$ cat config.mk
export PLATFORM = sky130hd
export DESIGN_NAME = flash_erase_ctrl
export DESIGN_NICKNAME = d
export VERILOG_FILES = /design/src/rtl/flash_erase_pkg.sv /design/src/rtl/flash_cmd_decode.sv /design/src/rtl/flash_erase_engine.sv /design/src/rtl/flash_read_mux.sv /design/src/rtl/flash_erase_ctrl.sv
export SDC_FILE = /design/constraint.sdc
export NUM_CORES = 1
export LEC_CHECK = 0
export CORE_ASPECT_RATIO = 1.5
export CORE_MARGIN = 3
export CORE_UTILIZATION = 48
export DETAILED_ROUTE_END_ITERATION = 10
export PLACE_DENSITY = 0.86
export SYNTH_ARGS = -nofsm -noshare
export SYNTH_HDL_FRONTEND = slang
export SYNTH_SLANG_ARGS = --single-unit
$ cat constraint.sdc
create_clock -name clk -period 2.3 [get_ports clk]
set_input_delay 0.46 -clock clk [delete_from_list [all_inputs] [get_ports clk]]
set_output_delay 0.46 -clock clk [all_outputs]
set_load 0.01 [all_outputs]
$ cat src/rtl/flash_erase_pkg.sv
package flash_erase_pkg;
   localparam logic [7:0] CMD_UNLK1   = 8'hAA;
   localparam logic [7:0] CMD_UNLK2   = 8'h55;
   localparam logic [7:0] CMD_SETUP   = 8'h80;
   localparam logic [7:0] CMD_DEVICE  = 8'h10;
   localparam logic [7:0] CMD_BLOCK   = 8'h30;
   localparam logic [7:0] CMD_SHORT   = 8'h20;
   localparam logic [7:0] CMD_LEAVE1  = 8'h90;
   localparam logic [7:0] CMD_LEAVE2  = 8'h00;
   localparam logic [7:0] CMD_RDRESET = 8'hF0;

   localparam logic [15:0] ADR_FIRST  = 16'h0555;
   localparam logic [15:0] ADR_SECOND = 16'h02AA;

   localparam int ST_TOGGLE  = 6;
   localparam int ST_ERR     = 5;
   localparam int ST_STARTED = 3;

   typedef enum logic [2:0] {
      D_IDLE, D_U1, D_U2, D_SETUP, D_U4, D_U5, D_SSETUP, D_SLEAVE
   } dec_st_t;

   typedef enum logic [2:0] {
      E_IDLE, E_SEL, E_SCAN, E_WAIT, E_PROT, E_ERR
   } eng_st_t;
endpackage

$ cat src/rtl/flash_cmd_decode.sv
module flash_cmd_decode
   import flash_erase_pkg::*;
#(
   parameter int CMD_AW = 11
) (
   input  logic              clk,
   input  logic              rst_n,
   input  logic              enable,
   input  logic              wr_en,
   input  logic [CMD_AW-1:0] addr_lo,
   input  logic [7:0]        wbyte,
   output logic              go_device,
   output logic              go_block,
   output logic              short_mode
);
   dec_st_t st, st_nxt;
   logic    short_nxt;
   logic    at_first, at_second;

   assign at_first  = (addr_lo == ADR_FIRST[CMD_AW-1:0]);
   assign at_second = (addr_lo == ADR_SECOND[CMD_AW-1:0]);

   always_comb begin
      st_nxt    = st;
      short_nxt = short_mode;
      go_device = 1'b0;
      go_block  = 1'b0;
      if (!enable) begin
         st_nxt = D_IDLE;
      end else if (wr_en) begin
         st_nxt = D_IDLE;
         case (st)
            D_IDLE: begin
               if (short_mode) begin
                  if (wbyte == CMD_SETUP)       st_nxt = D_SSETUP;
                  else if (wbyte == CMD_LEAVE1) st_nxt = D_SLEAVE;
               end else if (wbyte == CMD_UNLK1 && at_first) begin
                  st_nxt = D_U1;
               end
            end
            D_U1: if (wbyte == CMD_UNLK2 && at_second) st_nxt = D_U2;
            D_U2: begin
               if (wbyte == CMD_SETUP && at_first)      st_nxt = D_SETUP;
               else if (wbyte == CMD_SHORT && at_first) short_nxt = 1'b1;
            end
            D_SETUP: if (wbyte == CMD_UNLK1 && at_first) st_nxt = D_U4;
            D_U4:    if (wbyte == CMD_UNLK2 && at_second) st_nxt = D_U5;
            D_U5: begin
               if (wbyte == CMD_DEVICE && at_first) go_device = 1'b1;
               else if (wbyte == CMD_BLOCK)         go_block  = 1'b1;
            end
            D_SSETUP: begin
               if (wbyte == CMD_DEVICE)     go_device = 1'b1;
               else if (wbyte == CMD_BLOCK) go_block  = 1'b1;
            end
            D_SLEAVE: if (wbyte == CMD_LEAVE2) short_nxt = 1'b0;
            default: st_nxt = D_IDLE;
         endcase
      end
   end

   always_ff @(posedge clk or negedge rst_n) begin
      if (!rst_n) begin
         st         <= D_IDLE;
         short_mode <= 1'b0;
      end else begin
         st         <= st_nxt;
         short_mode <= short_nxt;
      end
   end


   short_entry_chk: assert property (@(posedge clk) disable iff (!rst_n)
      $rose(short_mode) |-> ($past(st) == D_U2 && $past(wr_en)));
endmodule

$ cat src/rtl/flash_erase_engine.sv
module flash_erase_engine
   import flash_erase_pkg::*;
#(
   parameter int NUM_BLOCKS    = 8,
   parameter int SEL_TIMEOUT   = 16,
   parameter int BLK_ERASE_CYC = 6,
   parameter int PROT_CYC      = 5,
   localparam int BLK_W        = $clog2(NUM_BLOCKS),
   localparam int CNT_MAX      = (SEL_TIMEOUT > BLK_ERASE_CYC) ?
                                 ((SEL_TIMEOUT > PROT_CYC) ? SEL_TIMEOUT : PROT_CYC) :
                                 ((BLK_ERASE_CYC > PROT_CYC) ? BLK_ERASE_CYC : PROT_CYC),
   localparam int CNT_W        = $clog2(CNT_MAX + 1)
) (
   input  logic                  clk,
   input  logic                  rst_n,
   input  logic                  go_device,
   input  logic                  go_block,
   input  logic                  wr_en,
   input  logic [7:0]            wbyte,
   input  logic [BLK_W-1:0]      wr_blk,
   input  logic [NUM_BLOCKS-1:0] prot,
   input  logic                  arr_fail,
   output eng_st_t               st,
   output logic [NUM_BLOCKS-1:0] sel,
   output logic                  erase_req,
   output logic [BLK_W-1:0]      erase_blk
);
   localparam logic [BLK_W-1:0] LAST_BLK = BLK_W'(NUM_BLOCKS - 1);

   logic [NUM_BLOCKS-1:0] elig;
   logic [CNT_W-1:0]      cnt;
   logic [BLK_W-1:0]      idx;
   logic                  fail_seen;
   logic [NUM_BLOCKS-1:0] launch_set;

   assign launch_set = sel & ~prot;

   always_ff @(posedge clk or negedge rst_n) begin
      if (!rst_n) begin
         st        <= E_IDLE;
         sel       <= '0;
         elig      <= '0;
         cnt       <= '0;
         idx       <= '0;
         fail_seen <= 1'b0;
         erase_req <= 1'b0;
         erase_blk <= '0;
      end else begin
         erase_req <= 1'b0;
         case (st)
            E_IDLE: begin
               fail_seen <= 1'b0;
               idx       <= '0;
               if (go_device) begin
                  sel  <= '1;
                  elig <= ~prot;
                  if (~prot == '0) begin
                     st  <= E_PROT;
                     cnt <= CNT_W'(PROT_CYC - 1);
                  end else begin
                     st <= E_SCAN;
                  end
               end else if (go_block) begin
                  sel <= NUM_BLOCKS'(1) << wr_blk;
                  cnt <= CNT_W'(SEL_TIMEOUT - 1);
                  st  <= E_SEL;
               end
            end
            E_SEL: begin
               if (wr_en && wbyte == CMD_BLOCK) begin
                  sel[wr_blk] <= 1'b1;
                  cnt         <= CNT_W'(SEL_TIMEOUT - 1);
               end else if (cnt == '0) begin
                  elig <= launch_set;
                  if (launch_set == '0) begin
                     st  <= E_PROT;
                     cnt <= CNT_W'(PROT_CYC - 1);
                  end else begin
                     st <= E_SCAN;
                  end
               end else begin
                  cnt <= cnt - 1'b1;
               end
            end
            E_SCAN: begin
               if (elig[idx]) begin
                  erase_req <= 1'b1;
                  erase_blk <= idx;
                  cnt       <= CNT_W'(BLK_ERASE_CYC - 1);
                  st        <= E_WAIT;
               end else if (idx == LAST_BLK) begin
                  st <= fail_seen ? E_ERR : E_IDLE;
               end else begin
                  idx <= idx + 1'b1;
               end
            end
            E_WAIT: begin
               if (cnt == '0) begin
                  if (arr_fail) fail_seen <= 1'b1;
                  if (idx == LAST_BLK) begin
                     st <= (fail_seen || arr_fail) ? E_ERR : E_IDLE;
                  end else begin
                     idx <= idx + 1'b1;
                     st  <= E_SCAN;
                  end
               end else begin
                  cnt <= cnt - 1'b1;
               end
            end
            E_PROT: begin
               if (cnt == '0) st <= E_IDLE;
               else           cnt <= cnt - 1'b1;
            end
            E_ERR: begin
               if (wr_en && wbyte == CMD_RDRESET) st <= E_IDLE;
            end
            default: st <= E_IDLE;
         endcase
      end
   end


   req_selected_chk: assert property (@(posedge clk) disable iff (!rst_n)
      erase_req |-> sel[erase_blk]);

   req_pulse_chk: assert property (@(posedge clk) disable iff (!rst_n)
      erase_req |=> !erase_req);

   list_frozen_chk: assert property (@(posedge clk) disable iff (!rst_n)
      (st == E_SCAN || st == E_WAIT || st == E_PROT) |=> $stable(sel));

   prot_quiet_chk: assert property (@(posedge clk) disable iff (!rst_n)
      (st == E_PROT) |=> !erase_req);
endmodule

$ cat src/rtl/flash_read_mux.sv
module flash_read_mux
   import flash_erase_pkg::*;
#(
   parameter int DATA_W     = 8,
   parameter int NUM_BLOCKS = 8,
   parameter int NUM_BANKS  = 2,
   localparam int BANK_IW   = (NUM_BANKS > 1) ? $clog2(NUM_BANKS) : 1,
   localparam int BPB       = NUM_BLOCKS / NUM_BANKS
) (
   input  logic                  clk,
   input  logic                  rst_n,
   input  logic                  rd_en,
   input  logic [BANK_IW-1:0]    rd_bank,
   input  logic                  busy,
   input  logic                  started,
   input  logic                  err_hold,
   input  logic [NUM_BLOCKS-1:0] sel,
   input  logic [DATA_W-1:0]     arr_rdata,
   output logic [DATA_W-1:0]     rd_data
);
   logic [NUM_BANKS-1:0] bank_hit;
   logic                 hit;
   logic                 use_status;
   logic                 tog;
   logic [DATA_W-1:0]    status;

   for (genvar b = 0; b < NUM_BANKS; b++) begin : g_bank
      assign bank_hit[b] = |sel[b*BPB +: BPB];
   end

   if (NUM_BANKS > 1) begin : g_multi
      assign hit = bank_hit[rd_bank];
   end else begin : g_single
      logic unused_bank;
      assign unused_bank = rd_bank[0];
      assign hit = bank_hit[0];
   end

   assign use_status = err_hold || (busy && hit);

   always_comb begin
      status             = '0;
      status[ST_TOGGLE]  = tog;
      status[ST_ERR]     = err_hold;
      status[ST_STARTED] = started;
   end

   always_ff @(posedge clk or negedge rst_n) begin
      if (!rst_n) begin
         rd_data <= '0;
         tog     <= 1'b0;
      end else if (rd_en) begin
         if (use_status) begin
            rd_data <= status;
            tog     <= ~tog;
         end else begin
            rd_data <= arr_rdata;
         end
      end
   end


   err_status_chk: assert property (@(posedge clk) disable iff (!rst_n)
      (rd_en && err_hold) |=> rd_data[ST_ERR]);

   toggle_chk: assert property (@(posedge clk) disable iff (!rst_n)
      (rd_en && use_status) |=> (rd_data[ST_TOGGLE] != tog));
endmodule

$ cat src/rtl/flash_erase_ctrl.sv
module flash_erase_ctrl
   import flash_erase_pkg::*;
#(
   parameter int ADDR_W        = 12,
   parameter int DATA_W        = 8,
   parameter int CMD_AW        = 11,
   parameter int NUM_BLOCKS    = 8,
   parameter int NUM_BANKS     = 2,
   parameter int SEL_TIMEOUT   = 16,
   parameter int BLK_ERASE_CYC = 6,
   parameter int PROT_CYC      = 5,
   localparam int BLK_W        = $clog2(NUM_BLOCKS),
   localparam int BANK_IW      = (NUM_BANKS > 1) ? $clog2(NUM_BANKS) : 1
) (
   input  logic                  clk,
   input  logic                  rst_n,
   input  logic                  wr_en,
   input  logic [ADDR_W-1:0]     addr,
   input  logic [DATA_W-1:0]     wdata,
   input  logic                  rd_en,
   input  logic [NUM_BLOCKS-1:0] prot,
   input  logic                  arr_fail,
   input  logic [DATA_W-1:0]     arr_rdata,
   output logic [DATA_W-1:0]     rd_data,
   output logic                  busy,
   output logic                  erase_req,
   output logic [BLK_W-1:0]      erase_blk
);
   if (DATA_W != 8) begin : g_bad_data
      $error("DATA_W must be 8");
   end
   if (CMD_AW < 10 || CMD_AW > ADDR_W || CMD_AW > 16) begin : g_bad_cmd
      $error("CMD_AW must lie in 10..min(ADDR_W,16)");
   end
   if (NUM_BLOCKS < 2 || (NUM_BLOCKS & (NUM_BLOCKS - 1)) != 0) begin : g_bad_blk
      $error("NUM_BLOCKS must be a power of two of at least 2");
   end
   if (NUM_BANKS < 1 || NUM_BANKS > NUM_BLOCKS || (NUM_BANKS & (NUM_BANKS - 1)) != 0) begin : g_bad_bank
      $error("NUM_BANKS must be a power of two not above NUM_BLOCKS");
   end
   if (BLK_W > ADDR_W) begin : g_bad_addr
      $error("ADDR_W too narrow for the block index");
   end
   if (SEL_TIMEOUT < 1 || BLK_ERASE_CYC < 1 || PROT_CYC < 1) begin : g_bad_time
      $error("timing parameters must be at least 1");
   end

   eng_st_t               st;
   logic [NUM_BLOCKS-1:0] sel;
   logic                  go_device, go_block, short_mode;
   logic [BLK_W-1:0]      addr_blk;
   logic [BANK_IW-1:0]    rd_bank;
   logic                  started, err_hold;

   assign addr_blk = addr[ADDR_W-1 -: BLK_W];

   if (NUM_BANKS > 1) begin : g_bank_idx
      assign rd_bank = addr[ADDR_W-1 -: BANK_IW];
   end else begin : g_bank_zero
      assign rd_bank = 1'b0;
   end

   flash_cmd_decode #(.CMD_AW(CMD_AW)) u_decode (
      .clk        (clk),
      .rst_n      (rst_n),
      .enable     (st == E_IDLE),
      .wr_en      (wr_en),
      .addr_lo    (addr[CMD_AW-1:0]),
      .wbyte      (wdata[7:0]),
      .go_device  (go_device),
      .go_block   (go_block),
      .short_mode (short_mode)
   );

   flash_erase_engine #(
      .NUM_BLOCKS    (NUM_BLOCKS),
      .SEL_TIMEOUT   (SEL_TIMEOUT),
      .BLK_ERASE_CYC (BLK_ERASE_CYC),
      .PROT_CYC      (PROT_CYC)
   ) u_engine (
      .clk       (clk),
      .rst_n     (rst_n),
      .go_device (go_device),
      .go_block  (go_block),
      .wr_en     (wr_en),
      .wbyte     (wdata[7:0]),
      .wr_blk    (addr_blk),
      .prot      (prot),
      .arr_fail  (arr_fail),
      .st        (st),
      .sel       (sel),
      .erase_req (erase_req),
      .erase_blk (erase_blk)
   );

   assign busy     = (st != E_IDLE) && (st != E_ERR);
   assign started  = (st == E_SCAN) || (st == E_WAIT) || (st == E_PROT) || (st == E_ERR);
   assign err_hold = (st == E_ERR);

   flash_read_mux #(
      .DATA_W     (DATA_W),
      .NUM_BLOCKS (NUM_BLOCKS),
      .NUM_BANKS  (NUM_BANKS)
   ) u_rdmux (
      .clk       (clk),
      .rst_n     (rst_n),
      .rd_en     (rd_en),
      .rd_bank   (rd_bank),
      .busy      (busy),
      .started   (started),
      .err_hold  (err_hold),
      .sel       (sel),
      .arr_rdata (arr_rdata),
      .rd_data   (rd_data)
   );


   req_busy_chk: assert property (@(posedge clk) disable iff (!rst_n)
      erase_req |-> busy);

   no_restart_chk: assert property (@(posedge clk) disable iff (!rst_n)
      (busy && (go_device || go_block)) |-> 1'b0);

   short_stable_chk: assert property (@(posedge clk) disable iff (!rst_n)
      busy |=> $stable(short_mode));
endmodule

==> flow_summary_export.csv, run 1 <==
group,metric,value,unit
run_status,outcome,"finished clean",
floorplanning,start_util,50.1,%
final_layout,fillCellCount,413,
setup_path,max_stage_delay,0.51,ns
yosys,ys_seq_area_share,38.3,%
setup_path,reg2regPathDepth,9,
floorplanning,dieArea,7130,sq um
clock_tree,cts-root-buf,"clkbuf_8",
global_routing,antenna_found_initial,0,
routing,drtIter0Drc,265,
clock_tree,cts_max_path_buffers,2,
yosys,ys.flop_type,"dfrtp_1",
yosys,syn_area_per_cell,8.58,sq um
routing,wirelength,8.79,mm
global_routing,grt_max_degree,46,
clock_tree,cts_htree_levels,2,
min_path,hp-class,"in2async",
setup_path,crit_chain,"clkdlybuf4s50_1 -> nand2b_1 -> o2111ai_1 -> or3_1 -> a32oi_2 -> nand4_4 -> buf_4 -> a211oi_2",
floorplanning,coreArea,5870,sq um
yosys,ys_types,60,
floorplanning,die_y,102,microns
floorplanning,fp.dieW,69.9,microns
job,maxCapViolations,0,
clock_tree,clock_sinks,45,
clock_tree,cts_tree,"done",
sta,rsz0062_at_grt,"yes",
placed_design,hpwl,6.52,mm
sta,slew_viol_final,0,
setup_path,startpoint,"prot[3]",
global_routing,grt_pass1_vias,3251,
power_and_ir_drop,power-per-cell-area,415,nW/um^2
routing,wl_per_cell,16.8,microns
yosys,syn_area,2940,sq um
yosys,syn_inst,343,
final_layout,fin_nets,498,
placed_design,dp.cells,516,
setup_path,rr_startpoint,"u_engine.cnt[0]",
routing,drc_errors,0,
power_and_ir_drop,p_sw,0.000373,W
power_and_ir_drop,swShare,21.4,%
yosys,ys_ff_latch,45,
sta,timing.setup.tns,0,ns
power_and_ir_drop,p_leak,1.86,nW
sta,finalCritPeriodShare,98.9,%
setup_path,worst-setup-path-type,"in2reg",
placed_design,gp_congestion,0.987,
sta,finalHoldViolations,0,
clock_tree,numCtsBuffers,5,
yosys,yosysWarnings,0,
sta,slew-limit-headroom,62.0,%
global_routing,gr-usage-all-layers,25.2,%
power_and_ir_drop,p_int,0.00137,W
final_layout,drive_gt1_share,24.7,%
yosys,syn_nets,389,
sta,max_freq,440,MHz
setup_path,start_kind,"input port",
final_layout,instances_no_fill,525,
sta,period_needed,2.27,ns
routing,dr_total_vias,3179,
sta,fin_skew,0.00595,ns
sta,setup_violations,0,
setup_path,crit_fanout,4,
power_and_ir_drop,pwr-share-comb,13.1,%
power_and_ir_drop,power_frac_clock,40.3,%
routing,drt-pass1-iter-count,5,
sta,worstMarginPinSlew,0.570,ns
power_and_ir_drop,irDropWorstVdd,0.393,mV
setup_path,timing.rr.end,"u_engine.elig[3]",
setup_path,arrival,2.50,ns
setup_path,slowest_stage,"clkdlybuf4s50_1",
yosys,synth_edf_count,0,
clock_tree,clk_pin_slew,0.08,ns
global_routing,overflow,0,
floorplanning,io_pins,54,
floorplanning,rows,34,
placed_design,place_ws,-0.680,ns
placed_design,numPortBuffers,53,
sta,layout_setup_ws,0.0256,ns
global_routing,grt_first_pass_wirelength,14.6,mm
setup_path,crit_required,2.52,ns
setup_path,cp-end-kind,"flip-flop",
setup_path,r2r_slack,0.09,ns
clock_tree,clock_latency,0.30,ns
final_layout,n_antenna_cell,0,
routing,ant_nets,0,
routing,viasPerCell,6.06,
power_and_ir_drop,power_frac_seq,46.7,%
yosys,synthArstFlopShare,100,%
final_layout,area_delta_synth_final,42.5,%
-- final cells by class --
class	instances	area (sq um)	share of cell area [%]
multi-input cells	256	1750	41.6
flip-flops and latches	45	1130	26.8
repair buffers	116	993	23.7
inverters	28	105	2.51
well taps	72	90.1	2.15
clock buffers	5	68.8	1.64
clock inverters	3	65.1	1.55
-- how the worst max path moves through the flow --
stage,endpoint,cells past startpoint
2_1_floorplan,u_engine.st[0],6
3_3_place_gp,u_engine.st[0],7
3_5_place_dp,u_engine.st[0],7
4_1_cts,u_engine.st[0],7
5_1_grt,busy,4
6_report,u_engine.cnt[2],8
-- synthesized netlist by cell type, drive strengths merged (6+ instances only) --
cell type   n  area (sq um)
dfrtp      45          1130
nand2      34           128
nor2       30           113
inv        28           105
a21oi      19          95.1
o21ai      19           110
o22ai      17           106
nand3      13          65.1
clkbuf     12          45.0
mux2i      12           120
nor3       11          60.1
o31ai      11          82.6
a31oi       8          50.1
mux2        6          71.3
nand2b      6          37.5
-- cells by family (layout without fill, tap and decap cells) --
family / after synthesis / count (layout) / synth area share [%]
AO/OA/AOI/OAI: 98 / 98 / 22.3
flip-flops: 45 / 45 / 38.3
XOR/XNOR: 2 / 2 / 0.595
buffers and inverters: 42 / 152 / 5.61
AND/OR/NAND/NOR: 133 / 133 / 24.6
adder cells (fa/ha/maj): 5 / 5 / 2.13
multiplexers: 18 / 18 / 6.50
-- layer usage --
metal / track usage [%] / routed length, microns / up-vias
li1: - / - / 1478
met1: 25.5 / 3050 / 1519
met2: 47.9 / 4860 / 129
met3: 4.23 / 385 / 53
met4: 15.6 / 505 / 0
met5: 0 / 0 / -
-- layout by cell type (no fill, tap or decap), drive strengths merged, types with 6 or more instances in the layout --
cell and instances:
o22ai 17, mux2i 12, nand2 34, nand2b 6, nand3 13, a31oi 8, buf 64, dfrtp 45
clkbuf 8, a21oi 19, nor3 11, o21ai 19, o31ai 11, nor2 30, clkdlybuf4s50 46, mux2 6
inv 28
-- power groups by stage --
stage                     sequential, W  combinational [W]  clock (W)
final                          0.000813           0.000228   0.000701
after global routing           0.000815           0.000246   0.000748
after CTS                      0.000813           0.000225   0.000711
after detailed placement       0.000829           0.000226          0
after global placement         0.000828           0.000219          0
after floorplan                0.000835          0.0000481          0
-- critical path: cells and delay by family --
kind	cells	cell delay (ns)
buf+inv	2	0.70
simple gates	3	0.69
compound gates	3	0.65
-- what timing repair did --
action / in CTS / in global routing
pin swaps: 4 / 4
hold buffers: 0 / 0
buffers inserted: 0 / 1
endpoints found under the setup margin: 26 / 27
resized for setup: 12 / 15
-- registers in the layout, indices dropped and copies added (netlist names) --
signal,count
u_decode.short_mode,1
u_decode.st,3
u_engine.cnt,5
u_engine.elig,8
u_engine.erase_blk,3
u_engine.erase_req,1
u_engine.fail_seen,1
u_engine.idx,3
u_engine.sel,8
u_engine.st,3
u_rdmux.rd_data,8
u_rdmux.tog,1
-- stage by stage --
step                hold WS (ns)  total power, W  cell area (sq um)  utilization (%)
global placement           0.460         0.00105               3990             68.0
global route               0.280         0.00181               4190             71.4
CTS                        0.257         0.00175               4140             70.5
detailed placement         0.466         0.00105               3990             68.0
floorplan                  0.164        0.000883               2960                -
finish                     0.230         0.00174               4190             71.4
(Power assumes the default switching activity.)
==> inputs of run 2 (changes only) <==
- GPL_ROUTABILITY_DRIVEN: default -> 0
==> run 2 against run 1 <==
Sequential power barely moved. Largest power group unchanged. Critical path depth is 1 lower. Combinational power fell by 3%.
==> flow_summary_export.csv, run 2 (synthesis gave the netlist of run 1 again) <==
group,metric,value,unit
floorplanning,coreArea,5870,sq um
clock_tree,postCtsSetupBuffers,0,
sta,slew_viol_final,0,
final_layout,n_antenna_cell,0,
routing,drc_errors,0,
power_and_ir_drop,power_frac_seq,53.5,%
routing,viasPerCell,5.98,
power_and_ir_drop,p_sw,0.000347,W
final_layout,reg.largest.list,"u_engine.elig (8), u_engine.sel (8), u_rdmux.rd_data (8)",
sta,finalCritPeriodShare,98.0,%
sta,max_freq,444,MHz
clock_tree,cts-root-buf,"clkbuf_8",
sta,finalHoldViolations,0,
global_routing,grt_pass1_vias,3133,
floorplanning,rows,34,
clock_tree,clock_sinks,45,
placed_design,numPortBuffers,53,
sta,layout_setup_ws,0.0458,ns
run_status,outcome,"finished clean",
placed_design,place_ws,-0.677,ns
routing,drtIter0Drc,225,
routing,drt-pass1-iter-count,4,
final_layout,area_delta_synth_final,39.2,%
setup_path,cp-end-kind,"flip-flop",
final_layout,fin_util,69.8,%
final_layout,final_cell_mix,"buf_4, clkdlybuf4s50_1, dfrtp_1",
sta,period_needed,2.25,ns
power_and_ir_drop,power-per-cell-area,371,nW/um^2
global_routing,grt_first_pass_wirelength,13.4,mm
clock_tree,clock_latency,0.30,ns
clock_tree,cts.hold.buffers_added,0,
routing,ant_nets,0,
global_routing,antenna_found_initial,0,
floorplanning,start_util,50.1,%
final_layout,fin_nets,494,
setup_path,arrival,2.44,ns
setup_path,crit_fanout,3,
placed_design,hpwl,6.32,mm
placed_design,dp.cells,513,
final_layout,instances_no_fill,520,
power_and_ir_drop,p_leak,1.82,nW
clock_tree,numCtsBuffers,5,
global_routing,grt_max_degree,46,
final_layout,fillCellCount,439,
floorplanning,die_y,102,microns
job,maxCapViolations,0,
sta,rsz0062_at_grt,"no",
global_routing,overflow,0,
final_layout,final_common_cell,"buf_4",
setup_path,start_kind,"input port",
sta,setup_violations,0,
sta,worstMarginPinSlew,0.563,ns
clock_tree,cts_tree,"done",
clock_tree,cts_htree_levels,2,
clock_tree,clk_pin_slew,0.08,ns
routing,dr_total_vias,3108,
sta,fin_skew,0.00684,ns
final_layout,drive_gt1_share,22.5,%
floorplanning,fp.dieW,69.9,microns
global_routing,gr-usage-all-layers,23.3,%
power_and_ir_drop,pwr-share-comb,14.6,%
sta,slew-limit-headroom,62.5,%
min_path,hp-class,"in2async",
power_and_ir_drop,swShare,22.8,%
setup_path,crit_required,2.49,ns
floorplanning,io_pins,54,
setup_path,worst-setup-path-type,"in2reg",
power_and_ir_drop,p_int,0.00117,W
clock_tree,cts_max_path_buffers,2,
routing,wl_per_cell,15.4,microns
floorplanning,dieArea,7130,sq um
routing,wirelength,7.98,mm
power_and_ir_drop,irDropWorstVdd,0.211,mV
power_and_ir_drop,power_frac_clock,32.0,%
## run 2: cell types whose count changed in the layout (fill, tap and decap cells not counted), sizes merged
cell	before	now
buf	64	61
bufinv	2	0
clkbuf	8	7
clkdlybuf4s15	1	2
clkinv	1	0
dlygate4sd2	2	3
## run 2: power by group through the flow
stage | Combinational (W) | Clock [W] | Sequential, W
global placement | 0.000218 | 0 | 0.000828
detailed placement | 0.000224 | 0 | 0.000829
floorplan | 0.0000481 | 0 | 0.000835
CTS | 0.000221 | 0.000494 | 0.000813
finish | 0.000221 | 0.000486 | 0.000813
global route | 0.000240 | 0.000534 | 0.000815
## run 2: timing repair
item                       4_1_cts  5_1_grt
pin swaps                        4        1
gates cloned                     0        0
gates resized for setup         12        9
setup endpoints to repair       27       25
## run 2: worst max-delay path, cell delays in order
cell and delay, ns:
clkdlybuf4s15_1 0.18, or4_4 0.51, or4_4 0.47, o21ai_4 0.17, or2_4 0.15, and4_4 0.21
mux2_4 0.29
## run 2: layout make-up
type / instances / area (sq um) / area share (%)
sequential: 45 / 1130 / 27.5
timing repair buffer: 112 / 972 / 23.7
clock buffer: 7 / 86.3 / 2.11
tap: 72 / 90.1 / 2.20
multi-input combinational: 256 / 1720 / 41.9
inverter: 28 / 105 / 2.57
## run 2: worst paths after layout
path	cells past startpoint	slack (ns)	endpoint	from
max reg2reg	8	0.14	u_engine.st[0]	u_engine.cnt[0]
max	7	0.05	u_engine.st[0]	wdata[2]
max in group asynchronous	2	1.69	u_rdmux.rd_data[2]	rst_n
min reg2reg	2	0.48	u_engine.elig[6]	u_engine.elig[6]
min	2	0.24	u_engine.elig[4]	rst_n
min in group clk	2	0.48	u_engine.elig[6]	u_engine.elig[6]
## run 2: stage by stage
step | power [W] | hold slack (ns) | instance area [sq um] | TNS [ns]
floorplan | 0.000883 | 0.164 | 2960 | -0.841
global placement | 0.00105 | 0.460 | 3970 | -13.43
detailed placement | 0.00105 | 0.467 | 3970 | -15.30
CTS | 0.00153 | 0.257 | 4060 | 0
global route | 0.00159 | 0.286 | 4100 | 0
finish | 0.00152 | 0.236 | 4100 | 0
## run 2: per-layer routing
layer | global-route usage, % | routed length [microns]
met1 | 22.7 | 2820
met2 | 46.5 | 4540
met3 | 3.54 | 357
met4 | 12.1 | 263
met5 | 0 | 0
==> inputs of run 3 (changes only) <==
- ABC_AREA: default -> 0
- CAP_MARGIN: default -> 20
==> results of run 3 <==
Final layout, timing and power as in run 2 (identical DEF).
